File: config.mk
export PLATFORM = sky130hd
export DESIGN_NAME = fault_guard
export DESIGN_NICKNAME = d
export VERILOG_FILES = /design/src/rtl/fault_guard.sv
export SDC_FILE = /design/constraint.sdc
export NUM_CORES = 1
export LEC_CHECK = 0
export BUFFER_PORTS_ARGS = -buffer_cell sky130_fd_sc_hd__buf_2
export CORE_AREA = 2 2 69 45
export CTS_BUF_LIST = sky130_fd_sc_hd__clkbuf_8
export DETAILED_ROUTE_END_ITERATION = 16
export DIE_AREA = 0 0 71 47
export GPL_ROUTABILITY_DRIVEN = 0
export GPL_TIMING_DRIVEN = 0
export MAX_ROUTING_LAYER = met4
export PLACE_DENSITY_LB_ADDON = 0.08
export SYNTH_ARGS = -nofsm -noshare
export SYNTH_HDL_FRONTEND = slang
export SYNTH_SLANG_ARGS = --single-unit
export TNS_END_PERCENT = 5
File: constraint.sdc
create_clock -name clk -period 1.46 [get_ports clk]
set_input_delay 0.146 -clock clk [delete_from_list [all_inputs] [get_ports clk]]
set_output_delay 0.146 -clock clk [all_outputs]
set_load 0.005 [all_outputs]
File: src/rtl/fault_guard.sv
module fault_guard #(
  parameter int OCP_MASK = 8,
  parameter int TSD_MASK = 32,
  parameter int ALM_MASK = 16,
  parameter int WAKE_CYC = 64
) (
  input  logic clk,
  input  logic por_n,
  input  logic stby_n,
  input  logic ocp_raw,
  input  logic tsd_raw,
  input  logic alm_raw,
  output logic out_off,
  output logic err_pull,
  output logic alm_pull,
  output logic wake_ok
);
  localparam int LEN [3] = '{OCP_MASK, TSD_MASK, ALM_MASK};
  localparam int ML1 = (OCP_MASK > TSD_MASK) ? OCP_MASK : TSD_MASK;
  localparam int MLEN = (ML1 > ALM_MASK) ? ML1 : ALM_MASK;
  localparam int CW = $clog2(MLEN + 1);
  localparam int WW = $clog2(WAKE_CYC + 1);

  logic [2:0] raw, hit;
  logic ocp_lat, tsd_lat, alm_q;
  logic [WW-1:0] wcnt;

  assign raw = {alm_raw, tsd_raw, ocp_raw};

  for (genvar i = 0; i < 3; i++) begin : g_mask
    logic [CW-1:0] cnt;
    assign hit[i] = stby_n && raw[i] && (cnt == CW'(LEN[i] - 1));
    always_ff @(posedge clk or negedge por_n) begin
      if (!por_n)                  cnt <= '0;
      else if (!stby_n || !raw[i]) cnt <= '0;
      else if (!hit[i])            cnt <= cnt + 1'b1;
    end
  end

  always_ff @(posedge clk or negedge por_n) begin
    if (!por_n) begin
      ocp_lat <= 1'b0;
      tsd_lat <= 1'b0;
      alm_q   <= 1'b0;
      wcnt    <= '0;
    end else if (!stby_n) begin
      ocp_lat <= 1'b0;
      tsd_lat <= 1'b0;
      alm_q   <= 1'b0;
      wcnt    <= '0;
    end else begin
      ocp_lat <= ocp_lat | hit[0];
      tsd_lat <= tsd_lat | hit[1];
      alm_q   <= hit[2];
      if (wcnt != WW'(WAKE_CYC)) wcnt <= wcnt + 1'b1;
    end
  end

  assign err_pull = ocp_lat | tsd_lat;
  assign out_off  = !stby_n | ocp_lat | tsd_lat;
  assign alm_pull = alm_q;
  assign wake_ok  = (wcnt == WW'(WAKE_CYC));
endmodule

==> results.toml, run 1 <==
[placement]
dp_cells = 187
io_buffers = 9
postPlaceCellArea_um2 = 1500
dp_hpwl_um = 1770

[min_path]
min_path_cells = 3
hp-start = "ocp_raw"
hold_path.class = "in -> reg"

[yosys]
yosysMostFrequentCell = "dfrtp_1"
netlist_top_cells_area = "dfrtp_1, nand2_1, ha_1"
synth_area_per_cell_um2 = 9.76
syn_area_um2 = 1410
synth.distinct_cells = 36
synth_area_leader_cell = "dfrtp_1"
synth_top_area_share_pct = 49.9
ys.warnings.count = 0
syn_inst = 144
synth_async_sr_flop_share_pct = 100
synth_nets = 155
ys_ff_latch = 28
synth_common_cells = "dfrtp_1, nand2_1, nand3_1, a21oi_1, nor2_1"
yosysSeqAreaShare_pct = 49.9
synth-edff-count = 0
ys.flop_type = "dfrtp_1"

[clock_network]
htree_levels = 1
root_buffer = "clkbuf_8"
worstSkewPairLatency_ns = 0.27
cts_tree = "done"
cts_max_path_buffers = 2
cts-buffers-inserted = 3
cts_sinks = 28
clk_pin_slew_worst_paths_ns = 0.09

[critical_path]
crit_slowest_cell = "dfrtp_1"
critPathMaxFanout = 4
cp.arrival_ns = 1.29
crit_cells = 3
path_cells = "or2_4 > nor4_2 > buf_2"
r2r_cells = 5
critical_path_class = "reg -> out"
cp_top_family = "simple AND/OR/NAND/NOR gates"
endpoint_kind = "output pin"
worst_path_largest_cell_delay_ns = 0.43
timing.rr.start = "wcnt[0]$_DFFE_PN0P_"
crit_required_ns = 1.31
crit_buf_inv = 1
cp-startpoint = "wcnt[4]$_DFFE_PN0P_"
startpoint_type = "flip-flop"

[timing]
finalSetupViolCount = 0
fin_crit_ns = 1.43
whs_ns = 0.164
maxSlewHeadroom_pct = 58.5
tns_ns = 0
rsz0062_at_grt = "true"
clock.fmax_mhz = 697
hold_viol_final = 0
fin_skew_ns = 0.00274
drv_slew = 0
period_share_pct = 98.3
tightest_slew_ns = 0.623

[routing]
route.detailed.drc = 0
wire_per_inst_um = 13.1
via_count = 1088
antenna_left = 0
via_per_inst = 5.47
first_pass_iters = 4
dr.first_iter.drc_count = 42
wirelength_um = 2600

[grt]
grt_usage_pct = 18.3
grt-ovfl-total = 0
antenna_found_initial = 0
first_global_vias = 978
grt_pass1_wl_um = 4430
grt_max_degree = 29

[cells_and_area]
final_nets = 177
stdcell_count = 199
synthToLayoutAreaGrowth_pct = 17.9
fin_area_um2 = 1660
n_antenna_cell = 0
drive_above_1_share_pct = 21.2

[power_and_ir_drop]
ir_drop_v = 0.000582
leakagePower_nw = 0.774
powerDensity_nw_per_um2 = 846

[floorplan]
die-area_um2 = 3340
initial_core_util_pct = 51.6
num_rows = 15
die_y_um = 47
core_area_um2 = 2720
num_io_pins = 10
fp.dieW_um = 71

[job]
cap_violations = 0

[status]
status = "finished clean"
area by class of cell:
type,instances,area [um^2]
well taps,34,42.5
flip-flops and latches,28,701
fillers,249,1060
repair buffers,18,115
multi-input cells,110,724
plain buffers,2,7.51
inverters,3,11.3
clock buffers,4,55.1
metrics by stage:
step                      utilization [%]  total power, mW  worst slack (ns)
after floorplan                         -            0.865           -0.0186
after global placement               54.9            0.902           -0.0488
after detailed placement             54.9            0.905           -0.0627
after CTS                            58.2             1.40           -0.0286
after global routing                 60.9             1.47           -0.0918
final                                60.9             1.40            0.0255
logic make-up (layout without fill, tap and decap cells):
group | Yosys count | count (layout) | synth area share, %
multiplexers | 4 | 4 | 2.85
flip-flops | 28 | 28 | 49.9
buffers and inverters | 6 | 27 | 2.14
AO/OA/AOI/OAI | 24 | 24 | 10.3
AND/OR/NAND/NOR | 69 | 69 | 25.4
adder cells (fa/ha/maj) | 5 | 5 | 4.45
XOR/XNOR | 8 | 8 | 4.99
flip-flops by register name, summed over array words and instances, names as in the netlist:
| signal | cells |
|---|---|
| alm_pull | 1 |
| tsd_lat | 1 |
| g_mask.cnt | 18 |
| ocp_lat | 1 |
| wcnt | 7 |
tightest hold or removal path: stages:
cell and delay, ns:
buf_2 0.11, nand3_1 0.07, mux2i_1 0.07
placed cells by master, fill, tap and decap left out, types with 4 or more instances in the layout:
cell      count
a21oi_1       9
buf_2         9
buf_4         8
clkbuf_8      4
dfrtp_1      28
mux2i_1       4
nand2_1      26
nand3_1      10
nor2_1        7
nor3_1        4
o21ai_0       5
xor2_1        5
final timing paths:
check | end | slack (ns)
min in group asynchronous | g_mask[0].cnt[2]$_DFFE_PN0P_ | 0.42
setup reg to reg | wcnt[6]$_DFFE_PN0P_ | 0.05
hold reg to reg | ocp_lat$_DFF_PN0_ | 0.50
hold / removal | g_mask[0].cnt[1]$_DFFE_PN0P_ | 0.16
setup / recovery | wake_ok | 0.03
max in group asynchronous | g_mask[2].cnt[5]$_DFFE_PN0P_ | 0.64
routing by layer:
metal	vias up	routed length (um)	part of all wire (%)	track usage, %
met5	-	0	0	-
met4	0	27	1.0	5.66
met3	4	76	2.9	5.15
met2	13	1140	44	28.4
met1	521	1350	52	23.7
li1	550	-	-	-
report_power, final:
part / internal [mW] / total, mW / leakage, nW / switching (mW)
Combinational: 0.0508 / 0.118 / 0.360 / 0.0670
Clock: 0.241 / 0.479 / 0.0288 / 0.237
Sequential: 0.790 / 0.804 / 0.385 / 0.0145
Total: 1.08 / 1.40 / 0.774 / 0.319
what timing repair did:
item	4_1_cts	5_1_grt
pin swaps	3	1
hold buffers	1	0
setup endpoints to repair	5	7
resized for setup	1	10
endpoints found under the hold margin	28	0
setup buffers	4	4
Power figures use the tool's default switching activity.
==> inputs of run 2 (changes only) <==
CORE_AREA = 2 2 66 43   (was 2 2 69 45)
DIE_AREA = 0 0 68 45   (was 0 0 71 47)
clock period = 1.35 ns   (was 1.46 ns; I/O delays follow)
==> run 2 against run 1 <==
Net effect: the flow now finishes with violations (negative setup slack); critical path depth up 3; register-to-register slack got worse by 0.17 ns; sequential cell count unchanged; cell area grew 2.9%; via count grew 2.4%; power up 9.2%; worst setup slack lost 0.14 ns; clock-buffer cell count is the same; non-clock buffer count unchanged; utilization up 9.7 points; routed wire length up 10%; critical path type is now reg -> reg.
==> results.toml, run 2 (synthesis gave the netlist of run 1 again) <==
[grt]
first_global_vias = 1053
grt-ovfl-total = 0
grt_usage_pct = 20.9
grt_max_degree = 29
antenna_found_initial = 0
grt_pass1_wl_um = 4530

[critical_path]
crit_required_ns = 1.57
path_cells = "buf_4 > buf_4 > ha_4 > nand3_4 > or4b_1 > nand2_1"
critPathMaxFanout = 3
crit_slowest_cell = "or4b_1"
r2r_cells = 6
timing.rr.start = "wcnt[1]$_DFFE_PN0P_"
cp-startpoint = "wcnt[1]$_DFFE_PN0P_"
endpoint_kind = "flip-flop"
worst_path_largest_cell_delay_ns = 0.48
cp.arrival_ns = 1.69
crit_path_end = "wcnt[6]$_DFFE_PN0P_"
critical_path_class = "reg -> reg"
worstReg2RegEnd = "wcnt[6]$_DFFE_PN0P_"
crit_top_cell = "buf_4"
r2r_slack_ns = -0.12
startpoint_type = "flip-flop"

[clock_network]
cts-buffers-inserted = 3
clk_pin_slew_worst_paths_ns = 0.10
root_buffer = "clkbuf_8"
htree_levels = 1
cts_tree = "done"
cts_sinks = 28
cts_max_path_buffers = 2
worstSkewPairLatency_ns = 0.28

[status]
violations = "negative setup slack"
status = "finished with violations"

[cells_and_area]
n_antenna_cell = 0
drive_above_1_share_pct = 24.8
reg_top3 = "g_mask.cnt: 18 flops, wcnt: 7 flops"
utilization_pct = 70.5
largest_register = "g_mask.cnt"
final_nets = 177
final_common_cell = "dfrtp_1"
largest_reg_flops = 18
final_cell_mix = "dfrtp_1, nand2_1, a21oi_1, nand3_1, buf_2"
synthToLayoutAreaGrowth_pct = 21.4

[routing]
wl_met2_um = 1470
m1WireLength_um = 1320
routed-wl-met3_um = 77
antenna_left = 0
wire_per_inst_um = 14.5
top_layer_used = "met3"
first_pass_iters = 4
via_count = 1114
route.detailed.drc = 0
wirelength_um = 2870
via_per_inst = 5.65
dr.first_iter.drc_count = 68

[power_and_ir_drop]
p_clk_share_pct = 33.9
powerDensity_nw_per_um2 = 897
pwr-share-comb_pct = 9.3
p_total_mw = 1.53
swShare_pct = 23.2
ir_drop_v = 0.000771
p_seq_share_pct = 56.8
p_switching_uw = 356
leakagePower_nw = 0.782
p_int_mw = 1.17

[timing]
finalSetupViolCount = 4
period_share_pct = 109
drv_slew = 0
rsz0062_at_grt = "true"
tns_ns = -0.289
tightest_slew_ns = 0.620
clock.fmax_mhz = 681
maxSlewHeadroom_pct = 58.7
hold_viol_final = 0
fin_crit_ns = 1.47
fin_ws_ns = -0.118
fin_skew_ns = 0.0108

[floorplan]
core_area_um2 = 2420
initial_core_util_pct = 58.1
die-area_um2 = 3060
num_io_pins = 10
fp.dieW_um = 68
die_y_um = 45
num_rows = 14

[min_path]
hold_path.class = "in -> reg"

[placement]
io_buffers = 9
dp_hpwl_um = 1820

[job]
cap_violations = 0
==> run 2: final cells by class <==
| class | count | area [um^2] |
|---|---|---|
| buffer | 2 | 8.76 |
| clock buffer | 4 | 55.1 |
| fill | 184 | 712 |
| inverter | 3 | 11.3 |
| multi-input combinational | 110 | 774 |
| sequential | 28 | 701 |
| tap | 32 | 40.0 |
| timing repair buffer | 18 | 115 |
==> run 2: worst max-delay path: cells and delay by family (launching register included) <==
| family | cells | cell delay, ns |
|---|---|---|
| flops | 1 | 0.39 |
| fa+ha+maj | 1 | 0.15 |
| buf+inv | 2 | 0.24 |
| simple gates | 3 | 0.64 |
==> run 2: timing repair <==
action / 4_1_cts / 5_1_grt
endpoints found under the setup margin: 10 / 14
buffers inserted: 7 / 1
pin swaps: 4 / 8
resized for setup: 8 / 15
endpoints found under the hold margin: 28 / 0
hold buffers: 1 / 0
==> run 2: power groups by stage <==
| stage | Combinational [mW] | Sequential, mW | Clock, mW |
|---|---|---|---|
| 6_report | 0.142 | 0.870 | 0.518 |
| 5_1_grt | 0.158 | 0.872 | 0.568 |
| 4_1_cts | 0.120 | 0.867 | 0.537 |
| 3_5_place_dp | 0.0943 | 0.888 | 0 |
| 3_3_place_gp | 0.0873 | 0.887 | 0 |
| 2_1_floorplan | 0.0519 | 0.884 | 0 |
==> run 2: how the worst min path moves through the flow <==
stage / from / end / slack, ns / depth (start not counted)
detailed placement: por_n / g_mask[0].cnt[4]$_DFFE_PN0P_ / 0.19 / 1
global route: ocp_raw / g_mask[0].cnt[1]$_DFFE_PN0P_ / 0.14 / 3
finish: ocp_raw / g_mask[0].cnt[1]$_DFFE_PN0P_ / 0.15 / 3
floorplan: por_n / alm_pull$_DFF_PN0_ / -0.16 / 0
global placement: por_n / g_mask[0].cnt[4]$_DFFE_PN0P_ / 0.18 / 1
CTS: ocp_raw / g_mask[0].cnt[1]$_DFFE_PN0P_ / 0.14 / 3
==> run 2: per-layer routing <==
layer	vias to the layer above	global-route usage, %
met3	0	5.99
met1	547	23.7
met4	0	4.80
met2	16	37.1
met5	-	-
li1	551	-
==> run 2: through the flow <==
step | cells | hold slack (ns) | area [um^2] | setup slack, ns
finish | 197 | 0.147 | 1710 | -0.118
global route | 197 | 0.142 | 1710 | -0.184
CTS | 196 | 0.136 | 1630 | -0.0966
detailed placement | 185 | 0.189 | 1490 | -0.201
global placement | 185 | 0.181 | 1490 | -0.159
floorplan | 144 | -0.161 | 1410 | -0.129
